### config.mk
export PLATFORM = sky130hd
export DESIGN_NAME = vec_load_unit
export DESIGN_NICKNAME = d
export VERILOG_FILES = /design/src/rtl/vlu_pkg.sv /design/src/rtl/vlu_addr_gen.sv /design/src/rtl/vlu_bank_tracker.sv /design/src/rtl/vlu_collect.sv /design/src/rtl/vec_load_unit.sv
export SDC_FILE = /design/constraint.sdc
export NUM_CORES = 2
export LEC_CHECK = 0
export BUFFER_PORTS_ARGS = -buffer_cell sky130_fd_sc_hd__buf_2
export CAP_MARGIN = 15
export CORE_UTILIZATION = 48
export CTS_CLUSTER_DIAMETER = 60
export DETAILED_ROUTE_END_ITERATION = 10
export GPL_TIMING_DRIVEN = 1
export PLACE_DENSITY = 0.66
export RECOVER_POWER = 50
export SLEW_MARGIN = 25
export SYNTH_ARGS = -nofsm -noshare
export SYNTH_HDL_FRONTEND = slang
export SYNTH_SLANG_ARGS = --single-unit
### constraint.sdc
create_clock -name clk_i -period 4.4 [get_ports clk_i]
set_input_delay 0.88 -clock clk_i [delete_from_list [all_inputs] [get_ports clk_i]]
set_output_delay 0.88 -clock clk_i [all_outputs]
set_load 0.005 [all_outputs]
### src/rtl/vlu_pkg.sv
package vlu_pkg;
  typedef enum logic [0:0] {
    VLU_IDLE = 1'b0,
    VLU_RUN  = 1'b1
  } vlu_state_e;
endpackage

### src/rtl/vlu_addr_gen.sv
module vlu_addr_gen #(
  parameter int ADDR_W = 16,
  parameter int LEN_W  = 7
) (
  input  logic              clk_i,
  input  logic              rst_ni,
  input  logic              load_i,
  input  logic [ADDR_W-1:0] base_i,
  input  logic [ADDR_W-1:0] stride_i,
  input  logic [LEN_W-1:0]  len_i,
  input  logic              issue_i,
  output logic [ADDR_W-1:0] addr_o,
  output logic              pending_o
);
  logic [ADDR_W-1:0] addr_q, stride_q;
  logic [LEN_W-1:0]  len_q, cnt_q;

  always_ff @(posedge clk_i or negedge rst_ni) begin
    if (!rst_ni) begin
      addr_q   <= '0;
      stride_q <= '0;
      len_q    <= '0;
      cnt_q    <= '0;
    end else if (load_i) begin
      addr_q   <= base_i;
      stride_q <= stride_i;
      len_q    <= len_i;
      cnt_q    <= '0;
    end else if (issue_i) begin
      addr_q <= addr_q + stride_q;  // wraps modulo 2^ADDR_W
      cnt_q  <= cnt_q + 1'b1;
    end
  end

  assign addr_o    = addr_q;
  assign pending_o = (cnt_q != len_q);
endmodule

### src/rtl/vlu_bank_tracker.sv
module vlu_bank_tracker #(
  parameter int NUM_BANKS = 16,
  parameter int BANK_LAT  = 11,
  localparam int BANK_W   = $clog2(NUM_BANKS)
) (
  input  logic              clk_i,
  input  logic              rst_ni,
  input  logic              issue_i,
  input  logic [BANK_W-1:0] bank_i,
  output logic              free_o
);
  localparam int CNT_W = $clog2(BANK_LAT + 1);

  logic [NUM_BANKS-1:0] free_vec;

  for (genvar b = 0; b < NUM_BANKS; b++) begin : g_bank
    logic [CNT_W-1:0] cnt_q;
    always_ff @(posedge clk_i or negedge rst_ni) begin
      if (!rst_ni)
        cnt_q <= '0;
      else if (issue_i && bank_i == BANK_W'(b))
        cnt_q <= CNT_W'(BANK_LAT - 1);
      else if (cnt_q != '0)
        cnt_q <= cnt_q - 1'b1;
    end
    assign free_vec[b] = (cnt_q == '0);
  end

  assign free_o = free_vec[bank_i];
endmodule

### src/rtl/vlu_collect.sv
module vlu_collect
  import vlu_pkg::*;
#(
  parameter int MAX_VLEN = 64,
  parameter int DATA_W   = 32,
  parameter int LEN_W    = 7,
  localparam int IDX_W   = $clog2(MAX_VLEN)
) (
  input  logic              clk_i,
  input  logic              rst_ni,
  input  logic              load_i,
  input  logic [LEN_W-1:0]  len_i,
  input  logic              rvalid_i,
  input  logic [DATA_W-1:0] rdata_i,
  input  logic [IDX_W-1:0]  rd_idx_i,
  output logic              busy_o,
  output logic              done_o,
  output logic [DATA_W-1:0] rd_data_o
);
  vlu_state_e        state_q;
  logic [LEN_W-1:0]  wr_ptr_q, len_q;
  logic              done_q;
  logic [DATA_W-1:0] vreg_q [MAX_VLEN];
  logic              wr_en;

  assign wr_en = (state_q == VLU_RUN) && rvalid_i;

  always_ff @(posedge clk_i or negedge rst_ni) begin
    if (!rst_ni) begin
      state_q  <= VLU_IDLE;
      wr_ptr_q <= '0;
      len_q    <= '0;
      done_q   <= 1'b0;
    end else begin
      done_q <= 1'b0;
      if (load_i) begin
        state_q  <= VLU_RUN;
        wr_ptr_q <= '0;
        len_q    <= len_i;
      end else if (wr_en) begin
        wr_ptr_q <= wr_ptr_q + 1'b1;
        if (wr_ptr_q == len_q - LEN_W'(1)) begin
          state_q <= VLU_IDLE;
          done_q  <= 1'b1;
        end
      end
    end
  end

  always_ff @(posedge clk_i) begin
    if (wr_en) vreg_q[wr_ptr_q[IDX_W-1:0]] <= rdata_i;
  end

  assign busy_o    = (state_q == VLU_RUN);
  assign done_o    = done_q;
  assign rd_data_o = vreg_q[rd_idx_i];
endmodule

### src/rtl/vec_load_unit.sv
module vec_load_unit #(
  parameter int ADDR_W    = 16,
  parameter int DATA_W    = 32,
  parameter int NUM_BANKS = 16,
  parameter int BANK_LAT  = 11,
  parameter int MAX_VLEN  = 64,
  localparam int LEN_W    = $clog2(MAX_VLEN + 1),
  localparam int IDX_W    = $clog2(MAX_VLEN),
  localparam int BANK_W   = $clog2(NUM_BANKS)
) (
  input  logic              clk_i,
  input  logic              rst_ni,
  input  logic              start_i,
  output logic              ready_o,
  input  logic [ADDR_W-1:0] base_i,
  input  logic [ADDR_W-1:0] stride_i,
  input  logic [LEN_W-1:0]  vlen_i,
  output logic              mem_req_o,
  output logic [ADDR_W-1:0] mem_addr_o,
  input  logic              mem_rvalid_i,
  input  logic [DATA_W-1:0] mem_rdata_i,
  output logic              done_o,
  input  logic [IDX_W-1:0]  rd_idx_i,
  output logic [DATA_W-1:0] rd_data_o
);
  logic              accept, busy, pending, bank_free, issue;
  logic [LEN_W-1:0]  eff_len;
  logic [ADDR_W-1:0] cur_addr;

  assign ready_o = !busy;
  assign accept  = start_i && ready_o;
  assign eff_len = (vlen_i == '0 || vlen_i > LEN_W'(MAX_VLEN)) ? LEN_W'(MAX_VLEN) : vlen_i;
  assign issue   = busy && pending && bank_free;

  vlu_addr_gen #(.ADDR_W(ADDR_W), .LEN_W(LEN_W)) u_agen (
    .clk_i     (clk_i),
    .rst_ni    (rst_ni),
    .load_i    (accept),
    .base_i    (base_i),
    .stride_i  (stride_i),
    .len_i     (eff_len),
    .issue_i   (issue),
    .addr_o    (cur_addr),
    .pending_o (pending)
  );

  vlu_bank_tracker #(.NUM_BANKS(NUM_BANKS), .BANK_LAT(BANK_LAT)) u_banks (
    .clk_i   (clk_i),
    .rst_ni  (rst_ni),
    .issue_i (issue),
    .bank_i  (cur_addr[BANK_W-1:0]),
    .free_o  (bank_free)
  );

  vlu_collect #(.MAX_VLEN(MAX_VLEN), .DATA_W(DATA_W), .LEN_W(LEN_W)) u_coll (
    .clk_i     (clk_i),
    .rst_ni    (rst_ni),
    .load_i    (accept),
    .len_i     (eff_len),
    .rvalid_i  (mem_rvalid_i),
    .rdata_i   (mem_rdata_i),
    .rd_idx_i  (rd_idx_i),
    .busy_o    (busy),
    .done_o    (done_o),
    .rd_data_o (rd_data_o)
  );

  assign mem_req_o  = issue;
  assign mem_addr_o = cur_addr;
endmodule

# After elaboration in Yosys (flattened, before gate mapping)
# Memories as Yosys holds them, arrays and structs flattened.
# Cells that the tools add are included.
# op_classes
addsub	20
n_eq_ne	17
mux	49
magnitude_cmp	2
n_reduce_logical	76
# op_table
operator	count
two-way mux 4 bit	32
logical NOT 4 bit	17
nonzero test 4 bit	16
subtractor 4 x 1 -> 4 bit, second input constant	16
nonzero test 2 bit	19
two-way mux 7 bit	5
== test 4 bit, second input constant	8
two-way mux 16 bit	2
logical AND 1 bit	20
adder 16 bit	1
== test 4 x 3 -> 1 bit, second input constant	4
adder 7 x 1 -> 7 bit, second input constant	2
two-way mux 1 bit	9
== test 4 x 2 -> 1 bit, second input constant	2
== test 7 bit	1
greater-than comparator 7 bit, second input constant	1
logical NOT 7 bit	1
!= test 7 bit	1
subtractor 7 x 1 -> 7 bit, second input constant	1
< comparator 4 x 5 -> 1 bit, second input constant	1
binary-select mux 1 bit (select 4 bit)	1
== test 4 x 1 -> 1 bit, second input constant	1
AND reduction 2 bit	1
logical NOT 1 bit	1
logical OR 1 bit	1
# totals
mem_bits_rw	2048
out_inout_bits	51
reg_bits	119
inputBits	81
mem_count	1
# mem_list
name	words	width	rd	rd_ports_with_merged_regs	wr	line	source
u_coll.vreg_q	64	32	1	0	1	vlu_collect.sv:23	logic [DATA_W-1:0] vreg_q [MAX_VLEN];

# Depth between registers and ports, before layout
# logic_depth
depth_word	6
depth_mapped	10
mapped_depth_nobuf	9

# By module
# From an unflattened synthesis, not the netlist that was laid out.
# unflattened
cells_unflattened	4235
area_unflattened_um2	85502.0
# by_module_without_submodules
mod	seq_area_each_um2	area_per_inst_um2	instances	cells_per_inst
vlu_collect	61899.4	79182.2	1	3625
vlu_bank_tracker	1601.5	3580.9	1	347
vlu_addr_gen	1151.1	2667.6	1	251
vec_load_unit	0.0	71.3	1	12

# Least setup slack after synthesis
# No wires, ideal clock.
# synth_timing
kind	input port to flip-flop
start	input port mem_rvalid_i
end	memory u_coll.vreg_q[40][0] (enable)
setup_slack_ps	-691
arrival_time_ps	4588
setup_ps	502
stages	4
n_path_buf	1
path_cell_list	and2_1 clkbuf_1 nand3_1 nor4_1
# synth_between
elab_chain_cells	3
# synth_lines
element	line	source
from (decl)	vec_load_unit.sv:20	input logic mem_rvalid_i,
logical AND 1 bit	vlu_collect.sv:26	assign wr_en = (state_q == VLU_RUN) && rvalid_i;
two-way mux 1 bit	vlu_collect.sv:51	if (wr_en) vreg_q[wr_ptr_q[IDX_W-1:0]] <= rdata_i;
two-way mux 1 bit (not written as such)	vlu_collect.sv:51	
to (decl)	vlu_collect.sv:23	
# No other way between the ends.

# Worst setup path in the final report
# layout_timing
start	input port rd_idx_i[0]
end	output port rd_data_o[26]
# layout_between
elab_chain_cells	1
# layout_lines
element	line	source
from (decl)	vec_load_unit.sv:23	input logic [IDX_W-1:0] rd_idx_i,
memory (64 x 32 bit)	-	
to (decl)	vec_load_unit.sv:24	output logic [DATA_W-1:0] rd_data_o
# No other way between the ends.

==> metrics <==
vias in the first global route=40400; Clock Tree Root=clkbuf_16; Worst-Skew Late Latency=between 0.8 and 0.9 ns; Post-synth ARST share=under 10%; Top FF cell, synth=edfxtp_1; CP startpoint kind=input port; Routed WL per cell=29.7 um; dpl ws=-0.0650 ns; CTS H-tree depth=4; die height=422 um; DR pass1 iterations=5; post-route cell area=0.0971 mm2; Die ar.=0.178 mm2; slowest CP cell=mux4_2; MaxCap Viol Count=34; Post-synth top cells=edfxtp_1, mux4_2, nand2_1; hold slack=0.222 ns; P&R area growth vs syn=14.7%; CTS sink cnt=2167; post-DP HPWL=between 100 and 150 mm; Netlist cell types=52; area of the core=0.174 mm2; initial antenna violation count=13; Inst Count DP=6204; Routed WL=196 mm; violated checks=max-capacitance violations, max-slew violations; Post-synth EDFFs=~2000; layout cells sized above 1=31.7%; routability congestion estimate=0.785; Total GRT Usage=between 20% and 30%; Mapped Cells=3712; global-route wire length before repair=285 mm; Final ANT Viol Nets=0; Placed Area=0.0905 mm2; row count=between 150 and 200; Tmin final=4.32 ns; Ports=~130; worst path cell trace=buf_8 -> buf_12 -> buf_16 -> mux4_2 -> mux4_2 -> mux2_2 -> nand2_1 -> o21ai_1 -> buf_4 -> buf_2; Total Nets Final=4224; Iter 0 DRT Violations=4235; PortBufs=131; Seq cells post-synth=2167; Pwr Total=48.0 mW; CTS Buf Count=211; actual slew at the worst max-slew pin=about 3.4 ns; hold buffer count at CTS=0; power per cell area=around 490 mW/mm2; largest net degree at the start of global routing=65; YS warnings=0; Final Skew=0.0295 ns; top-area cell type share of the netlist area=72.7%; Hold Path Class=in -> reg; Leakage=just over 30 nW; RSZ-0062 raised after global routing=false; post-DR vias/cell=6.03; Seq/Total Area, Yosys=76.2%; status=complete, but fails checks; CTS tree=done; Slew Viols, Final=2182; largest stage delay on the critical path=0.53 ns; post-route setup slack=0.0750 ns; Overflow after GRT=0; Synth Area per Inst=22.8 um2; initial core utilization=48.5%; critical path endpoint category=output pin; Max Buffers Root-to-Sink=3; final setup violation count=0; # Post-CTS Setup Buffers=0; Die W=between 400 and 500 um; final number of hold-violating endpoints=0; post-synth top area cell=edfxtp_1; critical path type=in -> out; CP max FO=29; syn nets=3844; clk slew on worst S/H paths=0.06 ns; # DRC=0; crit share post-route=between 90% and 100%; mapped cell area=roughly 0.085 mm2; crit-path most repeated cell=mux4_2; Worst EP arrival=3.44 ns; Worst EP required=3.52 ns; vias after detailed routing=39800; fmax=about 230 MHz; Synth area leaders=edfxtp_1, mux4_2, dfrtp_1; count leader, synth=edfxtp_1; Peak supply drop=0.486 mV; final non-filler cell total=roughly 6600; Slew HR=-125%
==> power by group <==
part           leakage, nW  internal (mW)  total (mW)  switching (mW)
registers             19.9           23.6        24.2           0.619
logic                 7.99           2.74        6.44            3.71
clock network         3.21           9.74        17.3            7.61
total                 31.1           36.1        48.0            11.9
==> cell type report <==
class / count / area, um2
Fill cell: 12700 / 77300
Sequential cell: 2167 / 64500
Multi-Input combinational cell: 1315 / 19600
Clock buffer: 278 / 5590
Timing Repair Buffer: 353 / 3240
Tap cell: 2325 / 2910
Clock inverter: 114 / 1040
Inverter: 44 / 165
Antenna cell: 5 / 12.5
==> worst max-delay path: cells and delay by family <==
kind / cells / cell delay, ns
and+or+nand+nor: 1 / 0.15
muxes: 3 / 1.35
buffers and inverters: 5 / 0.82
AOI/OAI and AO/OA: 1 / 0.20
==> metrics by stage <==
step	utilization [%]	setup TNS [ns]
2_1_floorplan	-	0
3_3_place_gp	51.9	-0.125
4_1_cts	55.7	0
5_1_grt	55.7	0
6_report	55.7	0
3_5_place_dp	51.9	-0.0650
==> cells by family after synthesis <==
logic type      after synthesis  share of synthesized area [%]
compound gates              135                           1.01
fa+ha+maj                    51                          0.763
mux                         707                           18.2
flops                      2167                           76.2
simple gates                362                           2.02
buf+inv                     230                           1.16
xor+xnor                     60                          0.621
==> flip-flops by register name, indices dropped and copies added (netlist names) <==
register,flops
u_coll.vreg_q,2048
u_banks.g_bank.cnt_q,64
u_agen.addr_o,16
u_agen.stride_q,16
u_agen.cnt_q,7
u_coll.len_q,7
u_coll.wr_ptr_q,7
u_coll.busy_o,1
u_coll.done_o,1
==> final timing paths <==
path	startpoint	depth (start not counted)	end	slack [ns]
setup / recovery	rd_idx_i[0]	10	rd_data_o[26]	0.08
hold / removal	stride_i[12]	3	u_agen.stride_q[12]$_DFFE_PN0P_	0.22
setup reg to reg	u_banks.g_bank[1].cnt_q[0]$_DFFE_PN0P_	10	u_agen.cnt_q[4]$_DFFE_PN0P_	1.04
hold reg to reg	u_agen.stride_q[4]$_DFFE_PN0P_	2	u_agen.stride_q[4]$_DFFE_PN0P_	0.48
max in group asynchronous	rst_ni	2	u_banks.g_bank[8].cnt_q[0]$_DFFE_PN0P_	1.00
min in group asynchronous	rst_ni	1	u_agen.stride_q[6]$_DFFE_PN0P_	1.19
==> routing by layer <==
layer | share of wire (%) | GRT usage [%] | vias up
met5 | 0.011 | 0 | -
met4 | 2.0 | 5.44 | 4
met3 | 7.6 | 3.87 | 260
met2 | 50 | 36.9 | 1665
met1 | 40 | 30.9 | 21400
li1 | - | - | 16500
==> placed cells by master (no fill, tap or decap), drive strengths merged, types with 9 or more instances in the layout <==
cell | Yosys | layout
xor2 | 13 | 13
nand4 | 11 | 11
nand2 | 122 | 122
o211ai | 9 | 9
dfrtp | 119 | 119
or3 | 18 | 18
o21ai | 46 | 46
and2 | 10 | 10
nand2b | 9 | 9
clkinv | 0 | 84
inv | 44 | 53
xnor2 | 47 | 47
nand3 | 19 | 19
a21o | 9 | 9
nor2 | 99 | 99
a221o | 13 | 13
bufinv | 0 | 13
buf | 78 | 318
clkbuf | 108 | 313
a21oi | 37 | 37
mux4 | 666 | 666
ha | 50 | 50
mux2i | 29 | 29
nor3 | 29 | 29
edfxtp | 2048 | 2048
mux2 | 12 | 12
nor3b | 17 | 17
==> repair_timing <==
item / 4_1_cts / 5_1_grt
gates cloned: 0 / 0
resized for setup: 1 / 1
setup endpoints to repair: 1 / 1
Power figures use the tool's default switching activity.
